[src/rtl/bit6_swizzle_unit.sv]
module bit6_swizzle_unit #(
  parameter int AW = 32
) (
  input  logic          clk,
  input  logic          rst,
  input  logic          cfg_we,
  input  logic [2:0]    cfg_x_mode,
  input  logic [2:0]    cfg_y_mode,
  output logic [2:0]    cfg_x_vis,
  output logic [2:0]    cfg_y_vis,
  input  logic          req_valid,
  output logic          req_ready,
  input  logic [AW-1:0] req_addr,
  input  logic [1:0]    req_tiling,
  output logic          rsp_valid,
  input  logic          rsp_ready,
  output logic [AW-1:0] rsp_addr,
  output logic [1:0]    rsp_tiling,
  output logic [2:0]    rsp_swz,
  output logic          rsp_err
);

  localparam logic [2:0] M_NONE = 3'd0;
  localparam logic [2:0] M_UNK  = 3'd5;
  localparam logic [1:0] T_NONE = 2'd0;
  localparam logic [1:0] T_X    = 2'd1;
  localparam logic [1:0] T_Y    = 2'd2;
  localparam logic [1:0] T_BAD  = 2'd3;

  function automatic logic [2:0] sw_view(input logic [2:0] m);
    case (m)
      3'd6:    return 3'd1;
      3'd7:    return 3'd2;
      default: return m;
    endcase
  endfunction

  logic [2:0] x_mode_q, y_mode_q;
  logic [2:0] sel_mode;
  logic [1:0] eff_tiling;
  logic       bad_tiling;

  always_comb begin
    sel_mode   = M_NONE;
    eff_tiling = req_tiling;
    bad_tiling = 1'b0;
    case (req_tiling)
      T_X:     sel_mode = x_mode_q;
      T_Y:     sel_mode = y_mode_q;
      T_BAD:   bad_tiling = 1'b1;
      default: sel_mode = M_NONE;
    endcase
    if (sel_mode == M_UNK) begin
      sel_mode   = M_NONE;
      eff_tiling = T_NONE;
    end
  end

  logic tap9, tap10, tap11, tap17, flip;
  assign tap9  = sel_mode inside {3'd1, 3'd2, 3'd3, 3'd4, 3'd6, 3'd7};
  assign tap10 = sel_mode inside {3'd2, 3'd4, 3'd7};
  assign tap11 = sel_mode inside {3'd3, 3'd4};
  assign tap17 = sel_mode inside {3'd6, 3'd7};
  assign flip  = (tap9 & req_addr[9]) ^ (tap10 & req_addr[10])
               ^ (tap11 & req_addr[11]) ^ (tap17 & req_addr[17]);

  logic [AW-1:0] new_addr;
  always_comb begin
    new_addr    = req_addr;
    new_addr[6] = req_addr[6] ^ flip;
  end

  logic accept;
  assign req_ready = !rsp_valid || rsp_ready;
  assign accept    = req_valid && req_ready;
  assign cfg_x_vis = sw_view(x_mode_q);
  assign cfg_y_vis = sw_view(y_mode_q);

  always_ff @(posedge clk) begin
    if (rst) begin
      x_mode_q   <= M_NONE;
      y_mode_q   <= M_NONE;
      rsp_valid  <= 1'b0;
      rsp_addr   <= '0;
      rsp_tiling <= T_NONE;
      rsp_swz    <= M_NONE;
      rsp_err    <= 1'b0;
    end else begin
      if (cfg_we) begin
        x_mode_q <= cfg_x_mode;
        y_mode_q <= cfg_y_mode;
      end
      if (accept) begin
        rsp_valid  <= 1'b1;
        rsp_addr   <= new_addr;
        rsp_tiling <= eff_tiling;
        rsp_swz    <= sw_view(sel_mode);
        rsp_err    <= bad_tiling;
      end else if (rsp_ready) begin
        rsp_valid <= 1'b0;
      end
    end
  end

endmodule

[config.mk]
export PLATFORM = sky130hd
export DESIGN_NAME = bit6_swizzle_unit
export DESIGN_NICKNAME = d
export VERILOG_FILES = /design/src/rtl/bit6_swizzle_unit.sv
export SDC_FILE = /design/constraint.sdc
export NUM_CORES = 1
export LEC_CHECK = 0
export BUFFER_PORTS_ARGS = -buffer_cell sky130_fd_sc_hd__clkbuf_2
export CAP_MARGIN = 10
export CORE_MARGIN = 5
export CORE_UTILIZATION = 30
export DETAILED_ROUTE_END_ITERATION = 7
export PLACE_DENSITY_LB_ADDON = 0.1
export RECOVER_POWER = 100
export SYNTH_ARGS = -nofsm -noshare
export SYNTH_HDL_FRONTEND = slang
export SYNTH_SLANG_ARGS = --single-unit
[constraint.sdc]
create_clock -name clk -period 5.7 [get_ports clk]
set_input_delay 1.425 -clock clk [delete_from_list [all_inputs] [get_ports clk]]
set_output_delay 1.425 -clock clk [all_outputs]
set_load 0.02 [all_outputs]
==> results summary <==
The actual slew at the worst max-slew pin is 2.03 ns. The biggest fanout along the worst timing path came out at 4. The count of different cell masters after synthesis came out at 27.

The root buffer cell is sky130_fd_sc_hd__clkbuf_8. By area, the combinational part of the netlist is dominated by simple AND/OR/NAND/NOR gates. The total power per unit cell area is 270 nW/µm².

For this run, the post-layout net count is 366. The mapped cell area is 1860 µm². The proportion of synthesized flip-flops having asynchronous set or reset came out at 0%. The initial antenna violation count came out at 0. The critical path starts at rsp_ready.

The data required time of the worst path is 4.28 ns. Summing the areas of all xor and xnor instances in the mapped netlist gives 2.35% of the synthesized area. For this design, the sink count on the clock tree is 45. The remaining antenna violation count came out at 0. The via count of the routed design came out at 1813. Of the post-synthesis cell area, the dominant cell type holds 48.3%. Dividing the final minimum period by the clock period gives 58.2%. Counting every instance in the synthesized netlist gives 233.

The TritonCTS buffer count came out at 5. The most repeated cell in the gate-level netlist after synthesis is sky130_fd_sc_hd__nand2_1. The maximum single-stage delay on the critical path is 0.25 ns. The synthesized net count is 281.

The total power after layout is 0.000645 W. The cell taking the most area after synthesis is sky130_fd_sc_hd__dfxtp_1. The basic-gate share of the synthesized area counting and, or, nand and nor cells is 24.4%. The total count of hold-check failures in the final report came out at 0.

In this run the critical register-to-register path is launched from y_mode_q[2]. The leakage power is 0.972 nW. Buffers placed on the I/O ports in this run total 90. The core region area is 5990 µm².

The number of standard-cell rows in the floorplan came out at 28. The clock tree from TritonCTS is yes. The critical path goes through clkbuf_2 > nand2b_1 > clkbuf_1.

The routed design uses 478 µm of met3 wire. The final number of max-transition violations came out at 46. The highest signal layer in the routed design is met4. The finished layout holds 394 standard cells, fillers aside. After clock tree synthesis, the repair step resized 0 gates.

The HPWL after detailed placement is 3.47 mm. In this run the most critical hold path is launched from rsp_addr[30]. The total negative slack came out at 0 ns.

The count of H-tree levels built during CTS is 2. After synthesis, the mean cell area works out to 8.00 µm². The via density per instance came out at 4.60. For this block, wires on met1 add up to 2.26 mm. The worst setup path is launched from an input port. The worst setup path is of the in2out kind. The final antenna diode count is 0. The number of setup violations in the final report is 0. The run finished, with violations left.

Among all stages on the critical path, the largest delay is contributed by sky130_fd_sc_hd__clkbuf_1. In this run the vertical extent of the chip is 88.8 µm. After synthesis the netlist holds a flip-flop and latch count of 45. The portion of synthesized area spent on multiplexers is 3.22%.

The count of hold-fix buffers inserted at cts came out at 0. The starting density of the core is 31.1%. The adder and majority gate portion of the synthesized area is 2.01%. The area added between synthesis and finish is 28.3%.

The share of post-route cells with drive strength above 1 came out at 17.6%. The first global-routing pass estimated 7.72 mm of wire. The worst-skew pair later-pin latency came out at 0.29 ns. The synthesized netlist devotes 15.9% of its cell area to compound gates. The post-CTS repair timing setup buffer count is 0. The x dimension of the die is 88.8 µm. The routed wire length is 5.01 mm.

Headroom to the max-slew limit came out at -35.5%. The clock-pin slew on the worst setup and hold paths is 0.08 ns. The detailed-route DRC error count is 0.

Wire segments on met2 add up to 2.22 mm in the final route. The share of the Yosys chip area taken by registers is 48.3%. The checks that failed: max-capacitance violations, max-slew violations. The number of DRC markers in iteration 0 is 47.

The global route total overflow came out at 0. The class of the tightest hold or removal check is reg2reg. In the synthesized netlist, the cells that appear most often are sky130_fd_sc_hd__nand2_1, sky130_fd_sc_hd__dfxtp_1, sky130_fd_sc_hd__a21oi_1, sky130_fd_sc_hd__nor2_1, sky130_fd_sc_hd__clkbuf_1. In the post-synthesis netlist, the biggest area contributors are sky130_fd_sc_hd__dfxtp_1, sky130_fd_sc_hd__nand2_1, sky130_fd_sc_hd__a21oi_1.

In the global route stage, overall resource usage came out at 12.5%. The clock tree skew after final layout is 0.00478 ns. The final weighted congestion of routability-driven global placement is 0.770.

The number of enable-type register cells in the synthesized netlist came out at 0. In the synthesized netlist the dominant register cell turns out to be sky130_fd_sc_hd__dfxtp_1. The area of the die is 7890 µm². The clock period could shrink to 3.31 ns. The number of synthesis warnings is 0. The buffer levels on the longest clock path came out at 2.

The total I/O pin count is 91. The wire length per cell is 12.7 µm. The data arrival time of the critical path is 1.89 ns. The number of global-route vias before repair is 1625. The maximum VDD drop came out at 0.117 mV. Setup repair after global routing left no endpoint under its margin. The worst setup path is captured at an output pin. The maximum clock frequency is 0.302 GHz. The first-pass iteration count of the detailed router is 4. The cell count after placement is 386. Entering global routing, the biggest net connects 46 pins. The number of max-cap violations came out at 1.
==> metrics by stage <==
stage                     hold slack [ns]  instance area [µm²]  util [%]  setup WS [ns]
after CTS                           0.459                 2450      41.0           2.43
after detailed placement            0.447                 2370      39.6           2.44
after global routing                0.469                 2390      39.9           2.34
final                               0.454                 2390      39.9           2.39
after floorplan                     0.530                 1860         -           2.61
after global placement              0.440                 2370      39.6           2.44
==> cell type report <==
class | instances | area [µm²]
fill | 689 | 3600
sequential | 45 | 901
multi-input combinational | 169 | 887
timing repair buffer | 92 | 407
tap | 75 | 93.8
clock buffer | 7 | 76.3
inverter | 5 | 18.8
clock inverter | 1 | 7.51
==> layer usage <==
metal / vias up / track usage, %
met5: - / 0
li1: 947 / -
met4: 0 / 3.71
met2: 56 / 20.1
met3: 5 / 4.38
met1: 805 / 15.8
==> power by group <==
part / internal (W) / switching [W]
Combinational: 0.0000390 / 0.0000724
Sequential: 0.000332 / 0.0000106
Clock: 0.0000868 / 0.000104
==> flip-flops by register name, indices dropped and copies added (netlist names) <==
register    count
rsp_err         1
rsp_swz         3
x_mode_q        3
rsp_valid       1
rsp_tiling      2
rsp_addr       32
y_mode_q        3
==> worst paths after layout <==
path	end	slack (ns)	cells past startpoint
setup reg to reg	rsp_addr[6]	4.03	6
setup / recovery	req_ready	2.39	3
hold / removal	rsp_addr[30]	0.45	2
hold reg to reg	rsp_addr[30]	0.45	2
==> placed cells by master, fill, tap and decap left out, drive strengths merged, types with 2 or more instances in the layout <==
cell,count
nand2,71
a22oi,5
nor2b,4
a22o,3
clkbuf,97
nor3,3
a21oi,37
buf,2
inv,5
xnor2,5
nor2,14
nor3b,2
nand4,5
dfxtp,45
ha,3
mux2i,6
a21boi,2
==> worst max-delay path, delay by kind of cell <==
kind	cells	cell delay (ns)
AND/OR/NAND/NOR	1	0.15
buffers and inverters	2	0.32
==> logic make-up after synthesis <==
| logic type | Yosys count |
|---|---|
| and+or+nand+nor | 105 |
| AOI/OAI and AO/OA | 50 |
| DFF | 45 |
| buffers and inverters | 19 |
| muxes | 6 |
| xor gates and xnor gates | 5 |
| adders and majority gates | 3 |
Note: power is estimated with default switching activity, not from simulation.
